[config.mk]
export PLATFORM = sky130hd
export DESIGN_NAME = lattice_shift_unit
export DESIGN_NICKNAME = d
export VERILOG_FILES = /design/src/rtl/lattice_shift_pkg.sv /design/src/rtl/lsu_addr_calc.sv /design/src/rtl/lsu_word_store.sv /design/src/rtl/lsu_rotator.sv /design/src/rtl/lattice_shift_unit.sv
export SDC_FILE = /design/constraint.sdc
export NUM_CORES = 1
export LEC_CHECK = 0
export BUFFER_PORTS_ARGS = -buffer_cell sky130_fd_sc_hd__buf_4
export CORE_MARGIN = 5
export CORE_UTILIZATION = 50
export CTS_CLUSTER_SIZE = 10
export DETAILED_ROUTE_END_ITERATION = 8
export PLACE_DENSITY_LB_ADDON = 0.12
export SLEW_MARGIN = 30
export SYNTH_ARGS = -nofsm -noshare
export SYNTH_HDL_FRONTEND = slang
export SYNTH_HIERARCHICAL = 1
export SYNTH_SLANG_ARGS = --single-unit
[constraint.sdc]
create_clock -name clk -period 18.7 [get_ports clk]
set_clock_uncertainty 0.15 [all_clocks]
set_input_delay 0.935 -clock clk [delete_from_list [all_inputs] [get_ports clk]]
set_output_delay 0.935 -clock clk [all_outputs]
set_load 0.05 [all_outputs]
[src/rtl/lattice_shift_pkg.sv]
package lattice_shift_pkg;

  // Floor division for a positive divisor, correct for negative numerators.
  function automatic int lsu_floor_div(int num, int den);
    if (num >= 0) return num / den;
    return -((-num + den - 1) / den);
  endfunction

  // Non-negative remainder that pairs with lsu_floor_div.
  function automatic int lsu_mod(int num, int den);
    return num - den * lsu_floor_div(num, den);
  endfunction

  // Bit j of the word that is read comes from stored bit j+quot. It has
  // crossed the sector edge when that index falls outside the word.
  function automatic bit lsu_bit_wraps(int quot, int j, int w);
    return (j + quot < 0) || (j + quot >= w);
  endfunction

endpackage

[src/rtl/lsu_addr_calc.sv]
module lsu_addr_calc
  import lattice_shift_pkg::*;
#(
  parameter int W = 8,
  parameter int G = 4,
  localparam int N  = W * G,
  localparam int AW = $clog2(G),
  localparam int RW = $clog2(W),
  localparam int SW = $clog2(N) + 1
) (
  input  logic [AW-1:0]        group_i,
  input  logic signed [SW-1:0] shift_i,
  output logic [AW-1:0]        addr_o,
  output logic [RW-1:0]        rot_o,
  output logic [W-1:0]         mask_o
);

  always_comb begin
    int tgt;
    int quot;
    tgt    = int'(group_i) + int'(shift_i);
    quot   = lsu_floor_div(tgt, G);
    addr_o = AW'(lsu_mod(tgt, G));
    rot_o  = RW'(lsu_mod(quot, W));
    for (int j = 0; j < W; j++) begin
      mask_o[j] = lsu_bit_wraps(quot, j, W);
    end
  end

endmodule

[src/rtl/lsu_word_store.sv]
module lsu_word_store #(
  parameter int W = 8,
  parameter int G = 4,
  localparam int AW = $clog2(G)
) (
  input  logic          clk,
  input  logic          wr_en,
  input  logic [AW-1:0] wr_addr,
  input  logic [W-1:0]  wr_data,
  input  logic [AW-1:0] rd_addr,
  output logic [W-1:0]  rd_data
);

  logic [W-1:0] words [G];

  always_ff @(posedge clk) begin
    if (wr_en) words[wr_addr] <= wr_data;
  end

  assign rd_data = words[rd_addr];

endmodule

[src/rtl/lsu_rotator.sv]
module lsu_rotator #(
  parameter int W = 8,
  localparam int RW = $clog2(W)
) (
  input  logic [W-1:0]  word_i,
  input  logic [RW-1:0] rot_i,
  output logic [W-1:0]  word_o
);

  // Output bit j takes input bit (j + rot) mod W.
  always_comb begin
    for (int j = 0; j < W; j++) begin
      int idx;
      idx = j + int'(rot_i);
      if (idx >= W) idx = idx - W;
      word_o[j] = word_i[RW'(idx)];
    end
  end

endmodule

[src/rtl/lattice_shift_unit.sv]
module lattice_shift_unit #(
  parameter int W = 8,
  parameter int G = 4,
  localparam int N  = W * G,
  localparam int AW = $clog2(G),
  localparam int RW = $clog2(W),
  localparam int SW = $clog2(N) + 1
) (
  input  logic                 clk,
  input  logic                 rst,
  input  logic                 wr_en,
  input  logic [AW-1:0]        wr_addr,
  input  logic [W-1:0]         wr_data,
  input  logic                 req_valid,
  input  logic [AW-1:0]        req_group,
  input  logic signed [SW-1:0] req_shift,
  input  logic                 mesh_en,
  input  logic [W-1:0]         link_in,
  output logic                 out_valid,
  output logic [AW-1:0]        word_addr,
  output logic [RW-1:0]        rot_amt,
  output logic [W-1:0]         wrap_mask,
  output logic [W-1:0]         link_out,
  output logic [W-1:0]         data_out
);

  // Address, rotation and wrap mask for the incoming request
  logic [AW-1:0] calc_addr;
  logic [RW-1:0] calc_rot;
  logic [W-1:0]  calc_mask;
  logic [W-1:0]  rd_word;
  logic [W-1:0]  rot_word;

  // Registered stage, named for the checker
  logic          valid_q;
  logic [AW-1:0] addr_q;
  logic [RW-1:0] rot_q;
  logic [W-1:0]  mask_q;
  logic          mesh_q;
  logic [W-1:0]  word_q;

  lsu_addr_calc #(.W(W), .G(G)) calc_i (
    .group_i (req_group),
    .shift_i (req_shift),
    .addr_o  (calc_addr),
    .rot_o   (calc_rot),
    .mask_o  (calc_mask)
  );

  lsu_word_store #(.W(W), .G(G)) store_i (
    .clk     (clk),
    .wr_en   (wr_en),
    .wr_addr (wr_addr),
    .wr_data (wr_data),
    .rd_addr (calc_addr),
    .rd_data (rd_word)
  );

  lsu_rotator #(.W(W)) rot_i (
    .word_i (rd_word),
    .rot_i  (calc_rot),
    .word_o (rot_word)
  );

  always_ff @(posedge clk) begin
    if (rst) begin
      valid_q <= 1'b0;
      addr_q  <= '0;
      rot_q   <= '0;
      mask_q  <= '0;
      mesh_q  <= 1'b0;
      word_q  <= '0;
    end else begin
      valid_q <= req_valid;
      if (req_valid) begin
        addr_q <= calc_addr;
        rot_q  <= calc_rot;
        mask_q <= calc_mask;
        mesh_q <= mesh_en;
        word_q <= rot_word;
      end
    end
  end

  // Neighbour exchange: wrapped bits leave in place, arrivals replace them.
  assign out_valid = valid_q;
  assign word_addr = addr_q;
  assign rot_amt   = rot_q;
  assign wrap_mask = mask_q;
  assign link_out  = mesh_q ? (word_q & mask_q) : '0;
  assign data_out  = mesh_q ? ((word_q & ~mask_q) | (link_in & mask_q)) : word_q;

endmodule

# Word-level counts from Yosys, hierarchy flattened

Memory sizes are Yosys's and may differ from the RTL's.
Index checks and enable logic that the tools add are counted.
W data, S select, Z words.

Bits in registers: 23
Memory bits (writable): 32
Memories: 1
Bits in latches: 0
Word-level logic and storage cells: 127
Output and inout bits: 30
Input bits: 31
ROM bits: 0

Memories:

| memory        | depth | bits a word | read ports | clocked after Yosys merged registers in | wr ports | line                 | source |
|---|---|---|---|---|---|---|---|
| store_i.words | 4     | 8           | 1          | 0                                       | 1        | lsu_word_store.sv:14 | `logic [W-1:0] words [G];` |

Add/subtract/negate cells: 31
Shift-type cells: 0
Reductions and logical operators: 10
Multipliers: 0
Equal/unequal tests: 0
Divide/modulo/power cells: 0
Multiplexer cells: 39
Bitwise operators: 7
Order comparisons: 33

Operators with widths:

| operator                | count |
|---|---|
| $ge A32 B5 Y1 const B   | 8 |
| $lt A32 B1 Y1 const B   | 8 |
| $add A4 B32 Y32 const A | 4 |
| $add A3 B32 Y32 const A | 2 |
| $add A32 B1 Y32         | 2 |
| $mux W32                | 2 |
| $lt A3 B5 Y1 const B    | 8 |
| $add A2 B32 Y32 const A | 1 |
| $add A32 B4 Y32 const B | 1 |
| $neg A32 Y32            | 1 |
| $neg A7 Y32             | 1 |
| $sub A32 B2 Y32 const B | 1 |
| $ge A4 B4 Y1 const B    | 7 |
| $sub A3 B1 Y3 const B   | 9 |
| $and A8 B8 Y8           | 3 |
| $bmux W1 S3             | 8 |
| $mux W3                 | 8 |
| $mux W1                 | 19 |
| $add A3 B3 Y4 const A   | 4 |
| $mux W8                 | 2 |
| $add A2 B3 Y4 const A   | 2 |
| $logic_or A1 B1 Y1      | 8 |
| $not A8 Y8              | 1 |
| $or A8 B8 Y8            | 1 |
| 7 further kinds         | 9 |

# Longest topological paths before layout

Depth in word-level cells: 16
Depth in mapped cells: 31
Mapped depth without buffers: 28

# Cells and area by module

Netlist, hierarchy kept.

By module, submodules not included:

| module             | instances | sequential area each (sq um) | area each (sq um) | cells each |
|---|---|---|---|---|
| lsu_addr_calc      | 1         | 0.0                          | 6173.4            | 927 |
| lsu_word_store     | 1         | 960.9                        | 1188.6            | 46 |
| lattice_shift_unit | 1         | 460.4                        | 1018.5            | 99 |
| lsu_rotator        | 1         | 0.0                          | 376.6             | 25 |

# Worst setup path after synthesis

OpenSTA, ideal clock, no wires.

Path type: in2reg
From: input req_group[0]
To: register mask_q[2], in the netlist wrap_mask[2]
Arrival: 6.395 ns
Data required time: 18.422 ns
Setup time: 0.128 ns
Path slack: 12.027 ns
Path buffers: 3
Stages on the path: 26
Path through: ha_1 inv_1 fa_1 nand4b_4 nand2_4 buf_2 buf_2 buf_2 ha_1 o21ai_0 ha_1 ha_1 inv_1 ha_1 o211ai_1 ha_1 and4b_1 xnor2_1 nor3_1 a31oi_1 or4_1 or4_1 nor4_1 nand4_1 mux2i_1 nor2_1

Cells in the longest elaborated chain, start to end: 12
Elaborated cells between the ends (all ways): 19
Those cells by class: 8 x add/sub; 3 x order compare; 3 x mux; 2 x bitwise; 3 x reduce/logical

Ends and longest elaborated chain:

| element                                               | line                     | source |
|---|---|---|
| start, declared                                       | lattice_shift_unit.sv:15 | `input logic [AW-1:0] req_group,` |
| $add A3 B6 Y7 *                                       | lsu_addr_calc.sv:21      | `tgt = int'(group_i) + int'(shift_i);` |
| $neg A7 Y32                                           | lattice_shift_pkg.sv:6   | `return -((-num + den - 1) / den);` |
| $add A32 B4 Y32                                       | lattice_shift_pkg.sv:6   |  |
| $sub A32 B2 Y32                                       | lattice_shift_pkg.sv:6   |  |
| $reduce_or A2 Y1 (no source line)                     | -                        |  |
| $and A1 B1 Y1 (no source line)                        | -                        |  |
| $add A32 B1 Y32 (no source line)                      | -                        |  |
| $neg A32 Y32                                          | lattice_shift_pkg.sv:6   |  |
| $mux W32 *                                            | -                        |  |
| $add A3 B32 Y32 *                                     | lattice_shift_pkg.sv:17  | `return (j + quot < 0) \|\| (j + quot >= w);` |
| $lt A32 B1 Y1 / $ge A32 B5 Y1 (equally long branches) | lattice_shift_pkg.sv:17  |  |
| $logic_or A1 B1 Y1 *                                  | lattice_shift_pkg.sv:17  |  |
| named net calc_mask[2]                                | lattice_shift_unit.sv:30 | `logic [W-1:0] calc_mask;` |
| end signal, assigned                                  | lattice_shift_unit.sv:78 | `mask_q <= calc_mask;` |
| end, declared                                         | lattice_shift_unit.sv:38 | `logic [W-1:0] mask_q;` |

The timed path passes the listed nets; every way through them passes the cells marked *.
A chain may end at the register's enable or synchronous reset.

# Worst setup path in the final report

Same ends and word-level chain as after synthesis.

==> results_dict.tcl <==
set metrics [dict create \
    start_util 0.5081 \
    synthTopCellsByCount "nor2_1, nand2_1, a21oi_1, ha_1" \
    io_pins 61 \
    setup_viol 0 \
    period_minus_slack_ns 7.899 \
    grtUsageTotal 0.3225 \
    core_region_area_um2 17240 \
    worst_slew_pin_slew_ns 1.032 \
    io_buffers 60 \
    cp_data_arrival_time_ns 7.94 \
    synth_ff_type "edfxtp_1" \
    p_per_area_nw_per_um2 88.05 \
    seq_area_frac_synth 0.1623 \
    finalMaxSlewViolations 0 \
    h-tree-depth 2 \
    fp.dieW_um 142.3 \
    required_ns 18.74 \
    viasPerCell 6.944 \
    grt.overflow.total 0 \
    cts_resized 0 \
    hpwlAfterDp_um 26160 \
    cts.sinks 55 \
    root_buffer "clkbuf_16" \
    syn_inst 1097 \
    routedWlPerCell_um 24.87 \
    post-route-period-util 0.4224 \
    worstHoldPathType "flip-flop to flip-flop" \
    layout.nets 1198 \
    synth_area_um2 8757 \
    cts_tree "built" \
    drt_iter0_drc 1192 \
    synth-async-reset-ratio 0 \
    busiest_layer "met2" \
    synth_cell_types 116 \
    finalHoldViolCount 0 \
    postPlaceCellArea_um2 9269 \
    synth-edff-count 32 \
    yosys.area.top_type "edfxtp_1" \
    grt_pass1_wl_um 51350 \
    status "finished clean" \
    critical_path.max_fanout 15 \
    rsz0062_at_grt "no" \
    vias 9326 \
    syn_nets 1178 \
    totalNegativeSetupSlack_ns 0 \
    area_delta_synth_final_pct 8.015 \
    clk_pin_slew_worst_paths_ns 0.07 \
    max_clock_freq_mhz 126.6 \
    use_met3 0.06284 \
    synth.yosys.warnings 6 \
    max_stage_delay_ns 0.61 \
    ir_drop_v 0.00006633 \
    startpoint_type "input port" \
    grtUsageMet2 0.4802 \
    crit_top_cell "ha_1" \
    synth_most_common_cell "nor2_1" \
    use_met1 0.4592 \
    cts_buffers 5 \
    insertion_delay_ns 0.30 \
    std_cell_rows 48 \
    avgSynthCellArea_um2 7.983 \
    ant_nets 0 \
    slew_headroom 0.3068 \
    die_h_um 142.3 \
    routabilityCongestion 1.018 \
    wirelength_um 33400 \
    register_area_um2 1421 \
    cp-end-kind "flip-flop" \
    cts_buffer_depth 2 \
    worstSetupPathType "input port to flip-flop" \
    maxCapViolCount 0 \
    static-leakage-power_nw 3.465 \
    grt_pass1_vias 8642 \
    post-cts-setup-buffers 0 \
    die-area_um2 20260 \
    fill_cells 1616 \
    ys_seq_elements 55 \
    final_cell_area_um2 9459 \
    drive_above_1_share 0.1628 \
    final_util 0.5488 \
    total_power_uw 832.8 \
    multi_input_area_um2 6853 \
    num_antenna_cells 0 \
    antenna_found_initial 0 \
    synth_top_area_share 0.1097 \
    drc 0 \
    grt_max_degree 52 \
    synthTopCellsByArea "edfxtp_1, ha_1, dfxtp_1" \
    postCtsHoldBufs 0 \
    crit_path_top_delay_cell "nor4bb_1" \
    drt-pass1-iter-count 5 \
]
[stage by stage]
stage	hold WS, ns	setup WS [ns]	cells
2_1_floorplan	0.3193	12.03	1097
3_3_place_gp	0.3261	10.68	1335
3_5_place_dp	0.3296	10.62	1335
4_1_cts	0.3492	10.94	1343
5_1_grt	0.4039	10.40	1343
6_report	0.3436	10.80	1343
[flip-flops by register name, indices dropped and copies added (netlist names)]
name / flops
store_i/words: 32
word_q: 8
wrap_mask: 8
rot_amt: 3
word_addr: 2
mesh_q: 1
out_valid: 1
[power by group]
| group | total [mW] | switching (mW) | internal, mW |
|---|---|---|---|
| combinational | 0.576 | 0.378 | 0.198 |
| clock | 0.110 | 0.0458 | 0.0646 |
| sequential | 0.147 | 0.00716 | 0.139 |
| total | 0.833 | 0.431 | 0.402 |
[final cells by class]
class	instances	share of cell area
repair buffers	75	0.05952
inverters	40	0.01693
clock buffers	5	0.01323
clock inverters	3	0.005820
well taps	225	0.02976
flip-flops and latches	55	0.1503
multi-input cells	940	0.7245
[metal layers]
| layer | vias to the layer above | share of wire |
|---|---|---|
| met2 | 515 | 0.43 |
| met5 | - | 0 |
| met4 | 0 | 0.053 |
| met3 | 116 | 0.084 |
| met1 | 4438 | 0.44 |
| li1 | 4257 | - |
[path summary, 6_finish.rpt]
kind / start / to / slack, ns / depth (start not counted)
worst max-delay path: req_group[0] / wrap_mask[2]$_SDFFE_PP0P_ / 10.80 / 29
worst min-delay path: rot_amt[2]$_SDFFE_PP0P_ / rot_amt[2]$_SDFFE_PP0P_ / 0.34 / 2
worst max register to register: store_i/words[3][2]$_DFFE_PP_ / word_q[4]$_SDFFE_PP0P_ / 16.50 / 5
worst min register to register: rot_amt[2]$_SDFFE_PP0P_ / rot_amt[2]$_SDFFE_PP0P_ / 0.34 / 2
[cells in the final DEF (no fill, tap or decap), types with 6 or more instances in the layout]
cell	synthesis	layout
a211oi_1	12	12
a21o_1	11	11
a21oi_1	75	74
a31oi_1	13	13
and2_1	10	10
and3_1	22	22
buf_4	6	75
dfxtp_1	23	23
edfxtp_1	32	32
ha_1	49	49
inv_1	34	34
mux2_2	11	11
mux2i_1	32	32
mux4_2	12	12
nand2_1	76	76
nand3_1	45	45
nand4_1	37	37
nor2_1	121	121
nor3_1	43	42
nor4_1	16	16
o2111ai_1	6	6
o211ai_1	14	14
o21a_1	12	12
o21ai_0	43	43
o22ai_1	10	10
o31ai_1	19	17
or3_1	21	21
or4_1	8	8
xnor2_1	45	45
xor2_1	15	15
[cell families after synthesis]
family	after synthesis	share of synthesized area
and+or+nand+nor	458	0.2869
AOI/OAI and AO/OA	302	0.2483
buffers and inverters	102	0.05729
muxes	67	0.1060
xor gates and xnor gates	63	0.06687
DFF	55	0.1623
adders and majority gates	50	0.07230
[worst max-delay path, delay by kind of cell]
| kind | cells | cell delay, ns |
|---|---|---|
| and+or+nand+nor | 13 | 3.90 |
| adders and majority gates | 7 | 1.99 |
| buffers and inverters | 4 | 0.42 |
| xor gates and xnor gates | 2 | 0.27 |
| AOI/OAI and AO/OA | 2 | 0.25 |
| muxes | 1 | 0.15 |
Power figures use the tool's default switching activity.
